[config.mk]
export PLATFORM = sky130hd
export DESIGN_NAME = tmr_channel
export DESIGN_NICKNAME = d
export VERILOG_FILES = /design/src/rtl/tmr_pkg.sv /design/src/rtl/tmr_prescale.sv /design/src/rtl/tmr_ctrl_reg.sv /design/src/rtl/tmr_down_cnt.sv /design/src/rtl/tmr_channel.sv
export SDC_FILE = /design/constraint.sdc
export NUM_CORES = 1
export LEC_CHECK = 0
export BUFFER_PORTS_ARGS = -buffer_cell sky130_fd_sc_hd__buf_2
export CORE_MARGIN = 5
export CORE_UTILIZATION = 45
export DETAILED_ROUTE_END_ITERATION = 10
export GPL_TIMING_DRIVEN = 0
export PLACE_DENSITY_LB_ADDON = 0.2
export SLEW_MARGIN = 10
export SYNTH_ARGS = -nofsm -noshare
export SYNTH_HDL_FRONTEND = slang
export SYNTH_HIERARCHICAL = 1
export SYNTH_SLANG_ARGS = --single-unit
export TNS_END_PERCENT = 1
[constraint.sdc]
create_clock -name clk_i -period 2.6 [get_ports clk_i]
set_input_delay 0 -clock clk_i [delete_from_list [all_inputs] [get_ports clk_i]]
set_output_delay 0 -clock clk_i [all_outputs]
set_load 0.005 [all_outputs]
[src/rtl/tmr_pkg.sv]
package tmr_pkg;
  localparam int unsigned CTL_W    = 16;
  localparam int unsigned PSEL_W   = 3;
  localparam int unsigned IE_BIT   = 5;
  localparam int unsigned UF_BIT   = 8;
  localparam logic [CTL_W-1:0] CTL_STORE_MASK = 16'h00FF;

  typedef enum logic [1:0] {
    REG_RELOAD = 2'd0,
    REG_COUNT  = 2'd1,
    REG_CTRL   = 2'd2,
    REG_STORE  = 2'd3
  } reg_idx_e;
endpackage

[src/rtl/tmr_prescale.sv]
module tmr_prescale #(
  parameter int unsigned NUM_DIV = 5,
  parameter int unsigned SEL_W   = 3
) (
  input  logic             clk_i,
  input  logic             rst_ni,
  input  logic             adv_i,
  input  logic [SEL_W-1:0] sel_i,
  output logic             tick_o
);
  localparam int unsigned PH_W    = 2 * NUM_DIV;
  localparam int unsigned NUM_SEL = 1 << SEL_W;

  logic [PH_W-1:0]    ph_q;
  logic [NUM_SEL-1:0] hit;

  always_ff @(posedge clk_i or negedge rst_ni) begin
    if (!rst_ni)    ph_q <= '0;
    else if (adv_i) ph_q <= ph_q + 1'b1;
  end

  // divisor 4^(g+1): tick when the low 2(g+1) phase bits are all ones
  for (genvar g = 0; g < NUM_SEL; g++) begin : g_tap
    if (g < NUM_DIV) begin : g_on
      assign hit[g] = &ph_q[2*g+1:0];
    end else begin : g_off
      assign hit[g] = 1'b0;
    end
  end

  assign tick_o = adv_i & hit[sel_i];
endmodule

[src/rtl/tmr_ctrl_reg.sv]
module tmr_ctrl_reg
  import tmr_pkg::*;
#(
  parameter int unsigned NUM_DIV = 5
) (
  input  logic             clk_i,
  input  logic             rst_ni,
  input  logic             wr_i,
  input  logic [CTL_W-1:0] wdata_i,
  input  logic             uf_i,
  output logic [CTL_W-1:0] ctl_o,
  output logic             flag_o
);
  logic [CTL_W-1:0] ctl_q, ctl_d;
  logic             flag_q;

  always_comb begin
    ctl_d = wdata_i & CTL_STORE_MASK;
    if (wdata_i[PSEL_W-1:0] >= PSEL_W'(NUM_DIV)) ctl_d[PSEL_W-1:0] = '0;
  end

  always_ff @(posedge clk_i or negedge rst_ni) begin
    if (!rst_ni)   ctl_q <= '0;
    else if (wr_i) ctl_q <= ctl_d;
  end

  // flag is set only by hardware; software may only clear it
  always_ff @(posedge clk_i or negedge rst_ni) begin
    if (!rst_ni)                      flag_q <= 1'b0;
    else if (uf_i)                    flag_q <= 1'b1;
    else if (wr_i && !wdata_i[UF_BIT]) flag_q <= 1'b0;
  end

  assign ctl_o  = ctl_q;
  assign flag_o = flag_q;
endmodule

[src/rtl/tmr_down_cnt.sv]
module tmr_down_cnt #(
  parameter int unsigned      CNT_W   = 32,
  parameter logic [CNT_W-1:0] RST_VAL = '1
) (
  input  logic             clk_i,
  input  logic             rst_ni,
  input  logic             tick_i,
  input  logic             rel_wr_i,
  input  logic             cnt_wr_i,
  input  logic [CNT_W-1:0] wdata_i,
  output logic [CNT_W-1:0] cnt_o,
  output logic [CNT_W-1:0] rel_o,
  output logic             uf_o
);
  logic [CNT_W-1:0] cnt_q, rel_q;

  assign uf_o = tick_i & ~cnt_wr_i & (cnt_q == '0);

  always_ff @(posedge clk_i or negedge rst_ni) begin
    if (!rst_ni)       cnt_q <= RST_VAL;
    else if (cnt_wr_i) cnt_q <= wdata_i;
    else if (uf_o)     cnt_q <= rel_q;
    else if (tick_i)   cnt_q <= cnt_q - 1'b1;
  end

  always_ff @(posedge clk_i or negedge rst_ni) begin
    if (!rst_ni)       rel_q <= RST_VAL;
    else if (rel_wr_i) rel_q <= wdata_i;
  end

  assign cnt_o = cnt_q;
  assign rel_o = rel_q;
endmodule

[src/rtl/tmr_channel.sv]
module tmr_channel
  import tmr_pkg::*;
#(
  parameter int unsigned CNT_W   = 32,
  parameter int unsigned NUM_DIV = 5,
  parameter int unsigned AW      = 4
) (
  input  logic             clk_i,
  input  logic             rst_ni,
  input  logic             run_i,
  input  logic             wr_i,
  input  logic [AW-1:0]    addr_i,
  input  logic [CNT_W-1:0] wdata_i,
  output logic [CNT_W-1:0] rdata_o,
  output logic             irq_o
);
  reg_idx_e         idx;
  logic             rel_wr, cnt_wr, ctl_wr, sto_wr;
  logic             adv, tick, uf, flag;
  logic [CNT_W-1:0] cnt, rel, sto_q;
  logic [CTL_W-1:0] ctl, ctl_rd;

  assign idx    = reg_idx_e'(addr_i[3:2]);
  assign rel_wr = wr_i && (idx == REG_RELOAD);
  assign cnt_wr = wr_i && (idx == REG_COUNT);
  assign ctl_wr = wr_i && (idx == REG_CTRL);
  assign sto_wr = wr_i && (idx == REG_STORE);

  // a control write holds the prescaler for that cycle
  assign adv = run_i & ~ctl_wr;

  tmr_prescale #(.NUM_DIV(NUM_DIV), .SEL_W(PSEL_W)) i_pre (
    .clk_i (clk_i),
    .rst_ni(rst_ni),
    .adv_i (adv),
    .sel_i (ctl[PSEL_W-1:0]),
    .tick_o(tick)
  );

  tmr_down_cnt #(.CNT_W(CNT_W), .RST_VAL('1)) i_cnt (
    .clk_i   (clk_i),
    .rst_ni  (rst_ni),
    .tick_i  (tick),
    .rel_wr_i(rel_wr),
    .cnt_wr_i(cnt_wr),
    .wdata_i (wdata_i),
    .cnt_o   (cnt),
    .rel_o   (rel),
    .uf_o    (uf)
  );

  tmr_ctrl_reg #(.NUM_DIV(NUM_DIV)) i_ctl (
    .clk_i  (clk_i),
    .rst_ni (rst_ni),
    .wr_i   (ctl_wr),
    .wdata_i(wdata_i[CTL_W-1:0]),
    .uf_i   (uf),
    .ctl_o  (ctl),
    .flag_o (flag)
  );

  always_ff @(posedge clk_i or negedge rst_ni) begin
    if (!rst_ni)     sto_q <= '0;
    else if (sto_wr) sto_q <= wdata_i;
  end

  always_comb begin
    ctl_rd         = ctl;
    ctl_rd[UF_BIT] = flag;
  end

  always_comb begin
    unique case (idx)
      REG_RELOAD: rdata_o = rel;
      REG_COUNT:  rdata_o = cnt;
      REG_CTRL:   rdata_o = CNT_W'(ctl_rd);
      default:    rdata_o = sto_q;
    endcase
  end

  assign irq_o = flag & ctl[IE_BIT];
endmodule

After elaboration in Yosys (flattened, before gate mapping)
Index checks and enable logic that the tools add are counted.
{"block": "totals", "input_bits": 40, "n_memories": 0, "latch_bits": 0, "word_cells": 44, "regBits": 115, "romBits": 0, "mem_bits_rw": 0, "output_inout_bits": 33}
{"block": "op_classes", "div": 0, "n_mux": 9, "add_sub_neg": 2, "magnitude_cmp": 2, "shifts": 0, "n_eq_ne": 3, "multipliers": 0, "n_reduce_logical": 15, "bitwise": 7}
{"cell": "32-bit two-way mux", "n": 3}
{"cell": "32-bit one-hot mux with 3 select lines", "n": 1}
{"cell": "32-bit zero test", "n": 1}
{"cell": "32-bit by 1-bit subtractor with 32-bit output, second input constant", "n": 1}
{"cell": "10-bit by 1-bit adder with 10-bit output, second input constant", "n": 1}
{"cell": "10-bit AND reduction", "n": 1}
{"cell": "8-bit AND reduction", "n": 1}
{"cell": "6-bit AND reduction", "n": 1}
{"cell": "1-bit AND", "n": 5}
{"cell": "1-bit logical AND", "n": 5}
{"cell": "2-bit == test, second input constant", "n": 2}
{"cell": "3-bit by 4-bit less-than comparator with 1-bit output, second input constant", "n": 1}
{"cell": "4-bit AND reduction", "n": 1}
{"cell": "1-bit binary-select mux with 3-bit select", "n": 1}
{"cell": "3-bit >= comparator, second input constant", "n": 1}
{"cell": "1-bit two-way mux", "n": 3}
{"cell": "3-bit two-way mux", "n": 1}
{"cell": "3-bit nonzero test", "n": 1}
{"cell": "2-bit by 1-bit == test with 1-bit output, second input constant", "n": 1}
{"cell": "2-bit zero test", "n": 1}
{"cell": "1-bit inverter", "n": 2}
{"cell": "2-bit AND reduction", "n": 1}
{"cell": "2-bit nonzero test", "n": 1}
{"cell": "1-bit zero test", "n": 1}

Longest topological paths before layout
{"block": "logic_depth", "depth_word": 9, "mapped_depth": 17}

By module
Netlist, hierarchy kept.
{"mod": "tmr_down_cnt", "area_each_um2": 3580.9, "cells_each": 355, "instances": 1, "seq_area_each_um2": 1681.6}
{"mod": "tmr_channel", "area_each_um2": 2029.4, "cells_each": 132, "instances": 1, "seq_area_each_um2": 800.8}
{"mod": "tmr_prescale", "area_each_um2": 519.2, "cells_each": 45, "instances": 1, "seq_area_each_um2": 250.2}
{"mod": "tmr_ctrl_reg", "area_each_um2": 426.7, "cells_each": 35, "instances": 1, "seq_area_each_um2": 225.2}

Worst setup path after synthesis
OpenSTA, ideal clock, no wires.
{"block": "synth_timing", "path_kind": "input -> register", "start": "in addr_i[3]", "end": "reg i_cnt.cnt_q[13], in the netlist i_cnt/cnt_o[13]", "setup_slack_ns": 0.137, "arrival_time_ns": 2.373, "required_time_ns": 2.510, "stages": 17, "n_path_buf": 5, "path_cell_list": "buf_4 buf_4 buf_4 nand2_1 o21a_1 buf_2 nand3_1 nor4_2 o32a_1 nor2b_1 and4_1 nand2_2 clkinv_2 buf_6 nor2_1 a21oi_1 o21ai_0"}
{"block": "synth_between", "elab_chain_len": 9}
{"element": "start: declaration", "line_no": "tmr_channel.sv:12", "text": "input logic [AW-1:0] addr_i,"}
{"element": "2-bit == test *", "line_no": "tmr_channel.sv:26", "text": "assign ctl_wr = wr_i && (idx == REG_CTRL);"}
{"element": "1-bit logical AND *", "line_no": "tmr_channel.sv:26"}
{"element": "1-bit inverter *", "line_no": "tmr_channel.sv:30", "text": "assign adv = run_i & ~ctl_wr;"}
{"element": "1-bit AND *", "line_no": "tmr_channel.sv:30"}
{"element": "net adv", "line_no": "tmr_channel.sv:19", "text": "logic adv, tick, uf, flag;"}
{"element": "1-bit AND *", "line_no": "tmr_prescale.sv:31", "text": "assign tick_o = adv_i & hit[sel_i];"}
{"element": "net tick", "line_no": "tmr_channel.sv:19"}
{"element": "1-bit AND (2 in series)", "line_no": "tmr_down_cnt.sv:17", "text": "assign uf_o = tick_i & ~cnt_wr_i & (cnt_q == '0);"}
{"element": "32-bit two-way mux", "line_no": "tmr_down_cnt.sv:22", "text": "else if (uf_o) cnt_q <= rel_q;"}
{"element": "32-bit two-way mux", "line_no": "tmr_down_cnt.sv:21", "text": "else if (cnt_wr_i) cnt_q <= wdata_i;"}
{"element": "end signal: assignment", "line_no": "tmr_down_cnt.sv:21"}
{"element": "end signal: assignment", "line_no": "tmr_down_cnt.sv:22"}
{"element": "end signal: assignment", "line_no": "tmr_down_cnt.sv:23", "text": "else if (tick_i) cnt_q <= cnt_q - 1'b1;"}
{"element": "end: declaration", "line_no": "tmr_down_cnt.sv:15", "text": "logic [CNT_W-1:0] cnt_q, rel_q;"}
The timed path passes the listed nets; every way through them passes the cells marked *.
A chain may end at the register's enable or synchronous reset.

Worst setup path in the final report
{"block": "layout_timing", "start": "in wr_i", "end": "reg i_cnt.cnt_q[11], in the netlist i_cnt/cnt_o[11]"}
{"block": "layout_between", "elab_chain_len": 8}
{"element": "start: declaration", "line_no": "tmr_channel.sv:11", "text": "input logic wr_i,"}
{"element": "1-bit logical AND *", "line_no": "tmr_channel.sv:26"}
{"element": "1-bit inverter *", "line_no": "tmr_channel.sv:30"}
{"element": "1-bit AND *", "line_no": "tmr_channel.sv:30"}
{"element": "net adv", "line_no": "tmr_channel.sv:19"}
{"element": "1-bit AND *", "line_no": "tmr_prescale.sv:31"}
{"element": "net tick", "line_no": "tmr_channel.sv:19"}
{"element": "1-bit AND (2 in series)", "line_no": "tmr_down_cnt.sv:17"}
{"element": "32-bit two-way mux", "line_no": "tmr_down_cnt.sv:22"}
{"element": "32-bit two-way mux", "line_no": "tmr_down_cnt.sv:21"}
Marked as above.

==> load_flow_metrics.sql <==
INSERT INTO impl_metrics (metric_group, metric, value, unit) VALUES
('global_routing', 'overall_global_routing_usage', '0.218', ''),
('worst_setup_path', 'cp.buffers_inverters', '5', ''),
('cts', 'clk_latency', '0.41', 'ns'),
('detailed_routing', 'detail_route.wl_per_cell', '19.8', 'um'),
('floorplan', 'die_height', '131', 'um'),
('cts', 'clk_transition_reported_paths', '0.05', 'ns'),
('sta', 'timing.setup.tns', '0', 'ns'),
('worst_hold_path', 'hold_path_class', 'input port to asynchronous set/reset pin', ''),
('global_routing', 'first_global_vias', '5250', ''),
('worst_setup_path', 'critPathCaptureType', 'flop', ''),
('worst_setup_path', 'path_delay_family', 'buffers and inverters', ''),
('worst_setup_path', 'timing_worst_setup_path_type', 'input port to flop', ''),
('power', 'fin_total_pwr', '7610', 'uW'),
('placed_design', 'gpl.final_weighted_congestion', '0.865', ''),
('cts', 'tritoncts', 'done', ''),
('floorplan', 'row_count', '44', ''),
('detailed_routing', 'initialDrtViolationCount', '386', ''),
('worst_setup_path', 'setup.reg_to_reg.worst_slack', '0.14', 'ns'),
('synth', 'yosys_warns', '6', ''),
('run_status', 'outcome', 'finished, final reports clean', ''),
('sta', 'worstMarginPinSlew', '0.717', 'ns'),
('floorplan', 'initial_utilization', '0.454', ''),
('detailed_routing', 'route.vias.total', '5113', ''),
('floorplan', 'die_width', '131', 'um'),
('final_layout', 'drive_above_1_share', '0.429', ''),
('global_routing', 'grt_first_pass_wirelength', '28.1', 'mm'),
('sta', 'grt_setup_unrepaired', 'true', ''),
('power', 'power.static_leakage', '0.00343', 'uW'),
('final_layout', 'area.growth.synth_to_final', '25.6', '%'),
('worst_setup_path', 'maximum_fanout_along_the_worst_path', '10', ''),
('synth', 'synthCells', '566', ''),
('final_layout', 'layoutNonFillerInstCount', '899', ''),
('cts', 'cts_made_buffers', '17', ''),
('sta', 'fin_crit_sh', '0.951', ''),
('final_layout', 'finalNetCount', '744', ''),
('cts', 'cts-root-buf', 'sky130_fd_sc_hd__clkbuf_16', ''),
('job', 'timing.max_cap.violations', '0', ''),
('power', 'power_density', '926', 'nW/um^2'),
('placed_design', 'port_buffers', '69', ''),
('placed_design', 'placement.cell_area', '7180', 'um^2'),
('placed_design', 'dp_cells', '826', ''),
('worst_setup_path', 'critPathArrivalTime', '2.79', 'ns'),
('worst_setup_path', 'chain_of_cells_forming_the_critical_path', 'dlygate4sd3_1 > buf_2 > nand2_1 > o21a_1 > clkbuf_4 > nand3_2 > nor4_2 > o32a_1 > nor2b_4 > and4_2 > nand2_4 > inv_4 > buf_6 > nor2_1 > a21oi_1 > o21ai_0', ''),
('sta', 'finClkSkew', '0.00841', 'ns'),
('global_routing', 'grt_start_max_net_pins', '78', ''),
('cts', 'ctsHtreeMaxLevel', '4', ''),
('final_layout', 'multiInputGateArea', '3350', 'um^2'),
('final_layout', 'antenna-diode-count', '0', ''),
('floorplan', 'floorplan.die_area', '17100', 'um^2'),
('final_layout', 'final.fill_count', '1236', ''),
('worst_setup_path', 'critical_path.max_stage_delay', '0.53', 'ns'),
('sta', 'slew-limit-headroom', '0.522', ''),
('global_routing', 'grt-ovfl-total', '0', ''),
('detailed_routing', 'detail_route.wirelength', '17.8', 'mm'),
('worst_setup_path', 'worstPathRequired', '2.92', 'ns'),
('detailed_routing', 'drt_drc_violations_left', '0', ''),
('global_routing', 'antenna_found_initial', '0', ''),
('synth', 'synth_area', '6550', 'um^2'),
('placed_design', 'detailed_place_hpwl', '12.2', 'mm'),
('cts', 'clock-sinks', '115', ''),
('floorplan', 'pin_count', '73', ''),
('sta', 'total_setup_violations_reported_at_the_end_of_the_flow', '0', ''),
('sta', 'timing.final.crit_period', '2.47', 'ns'),
('final_layout', 'finalInstanceArea', '8230', 'um^2'),
('final_layout', 'area.sequential', '2960', 'um^2'),
('power', 'worst_ir_drop_vdd', '0.653', 'mV'),
('detailed_routing', 'final_antenna_net_count', '0', ''),
('detailed_routing', 'firstDrtPassIters', '5', ''),
('synth', 'syn_avg_cell_area', '11.6', 'um^2'),
('cts', 'clk_path_buf_depth', '2', ''),
('floorplan', 'placeableCoreArea', '14400', 'um^2'),
('sta', 'fmaxAchievable', '405', 'MHz'),
('sta', 'slew_viol_final', '0', ''),
('sta', 'finalHoldViolations', '0', ''),
('detailed_routing', 'route.detailed.vias_per_inst', '5.69', ''),
('worst_setup_path', 'startpoint_type', 'input port', ''),
('worst_setup_path', 'slowest_stage', 'sky130_fd_sc_hd__dlygate4sd3_1', '');
power by group:
part           total (uW)  internal [uW]  switching [uW]
registers            3130           2540             594
clock network        2330           1560             771
logic                2150           1130            1020
registers in the layout, summed over array words and instances (netlist names):
signal / cells
i_pre/ph_q: 10
i_cnt/rel_o: 32
i_ctl/ctl_o: 8
i_ctl/flag_o: 1
sto_q: 32
i_cnt/cnt_o: 32
worst paths after layout:
check / cells past startpoint / to / start
setup reg to reg: 11 / i_cnt/cnt_o[11] / i_pre/ph_q[3]
max in group asynchronous: 3 / i_cnt/rel_o[3] / rst_ni
setup / recovery: 16 / i_cnt/cnt_o[11] / wr_i
min in group clk_i: 3 / sto_q[20] / addr_i[3]
hold / removal: 2 / sto_q[31] / rst_ni
hold reg to reg: 1 / i_pre/ph_q[9] / i_pre/ph_q[9]
stage by stage:
stage,setup slack (ns),util,hold slack (ns)
after global routing,-0.00629,0.570,0.0585
after floorplan,0.137,-,-0.296
after global placement,-0.893,0.495,0.251
final,0.128,0.570,0.0614
after CTS,0.0570,0.566,0.0397
after detailed placement,-0.953,0.498,-0.0654
cells in the final DEF (no fill, tap or decap), types with 8 or more instances in the layout:
| master | instances |
|---|---|
| sky130_fd_sc_hd__a21oi_1 | 33 |
| sky130_fd_sc_hd__a22o_1 | 16 |
| sky130_fd_sc_hd__buf_2 | 74 |
| sky130_fd_sc_hd__buf_4 | 15 |
| sky130_fd_sc_hd__clkbuf_1 | 16 |
| sky130_fd_sc_hd__clkbuf_16 | 17 |
| sky130_fd_sc_hd__dfrtp_1 | 51 |
| sky130_fd_sc_hd__dfstp_2 | 64 |
| sky130_fd_sc_hd__dlygate4sd3_1 | 37 |
| sky130_fd_sc_hd__inv_1 | 8 |
| sky130_fd_sc_hd__mux2_2 | 83 |
| sky130_fd_sc_hd__mux4_2 | 9 |
| sky130_fd_sc_hd__nand2_1 | 24 |
| sky130_fd_sc_hd__nor2_1 | 32 |
| sky130_fd_sc_hd__nor3_1 | 12 |
| sky130_fd_sc_hd__nor3b_1 | 25 |
| sky130_fd_sc_hd__o21ai_0 | 40 |
| sky130_fd_sc_hd__xnor2_1 | 11 |
| sky130_fd_sc_hd__xor2_1 | 23 |
per-layer routing:
metal  vias to the layer above  global-route usage  wire (um)
met1                      2564               0.284       8050
li1                       2355                   -          -
met4                         0              0.0780        372
met5                         -                   0          0
met2                       159               0.351       8480
met3                        35              0.0573        932
repair_timing:
item,4_1_cts,5_1_grt
endpoints found under the setup margin,32,27
hold endpoints to repair,181,0
pin swaps,0,2
hold buffers,37,0
resized for setup,3,13
setup buffers,2,3
worst register-to-register path: stages, from the launching register on:
cell and delay [ns]:
sky130_fd_sc_hd__dfrtp_1 0.46, sky130_fd_sc_hd__nand3_4 0.15, sky130_fd_sc_hd__nor4_2 0.29, sky130_fd_sc_hd__o32a_1 0.29, sky130_fd_sc_hd__nor2b_4 0.24, sky130_fd_sc_hd__and4_2 0.29, sky130_fd_sc_hd__nand2_4 0.10, sky130_fd_sc_hd__inv_4 0.11
sky130_fd_sc_hd__buf_6 0.16, sky130_fd_sc_hd__nor2_1 0.06, sky130_fd_sc_hd__a21oi_1 0.12, sky130_fd_sc_hd__o21ai_0 0.10
layout make-up:
| cell class | instances | area share |
|---|---|---|
| clock inverters | 3 | 0.00791 |
| inverters | 9 | 0.00441 |
| plain buffers | 41 | 0.0327 |
| clock buffers | 29 | 0.0645 |
| flip-flops and latches | 115 | 0.360 |
| repair buffers | 112 | 0.0957 |
| well taps | 184 | 0.0280 |
| multi-input cells | 406 | 0.407 |
(Power assumes the default switching activity.)
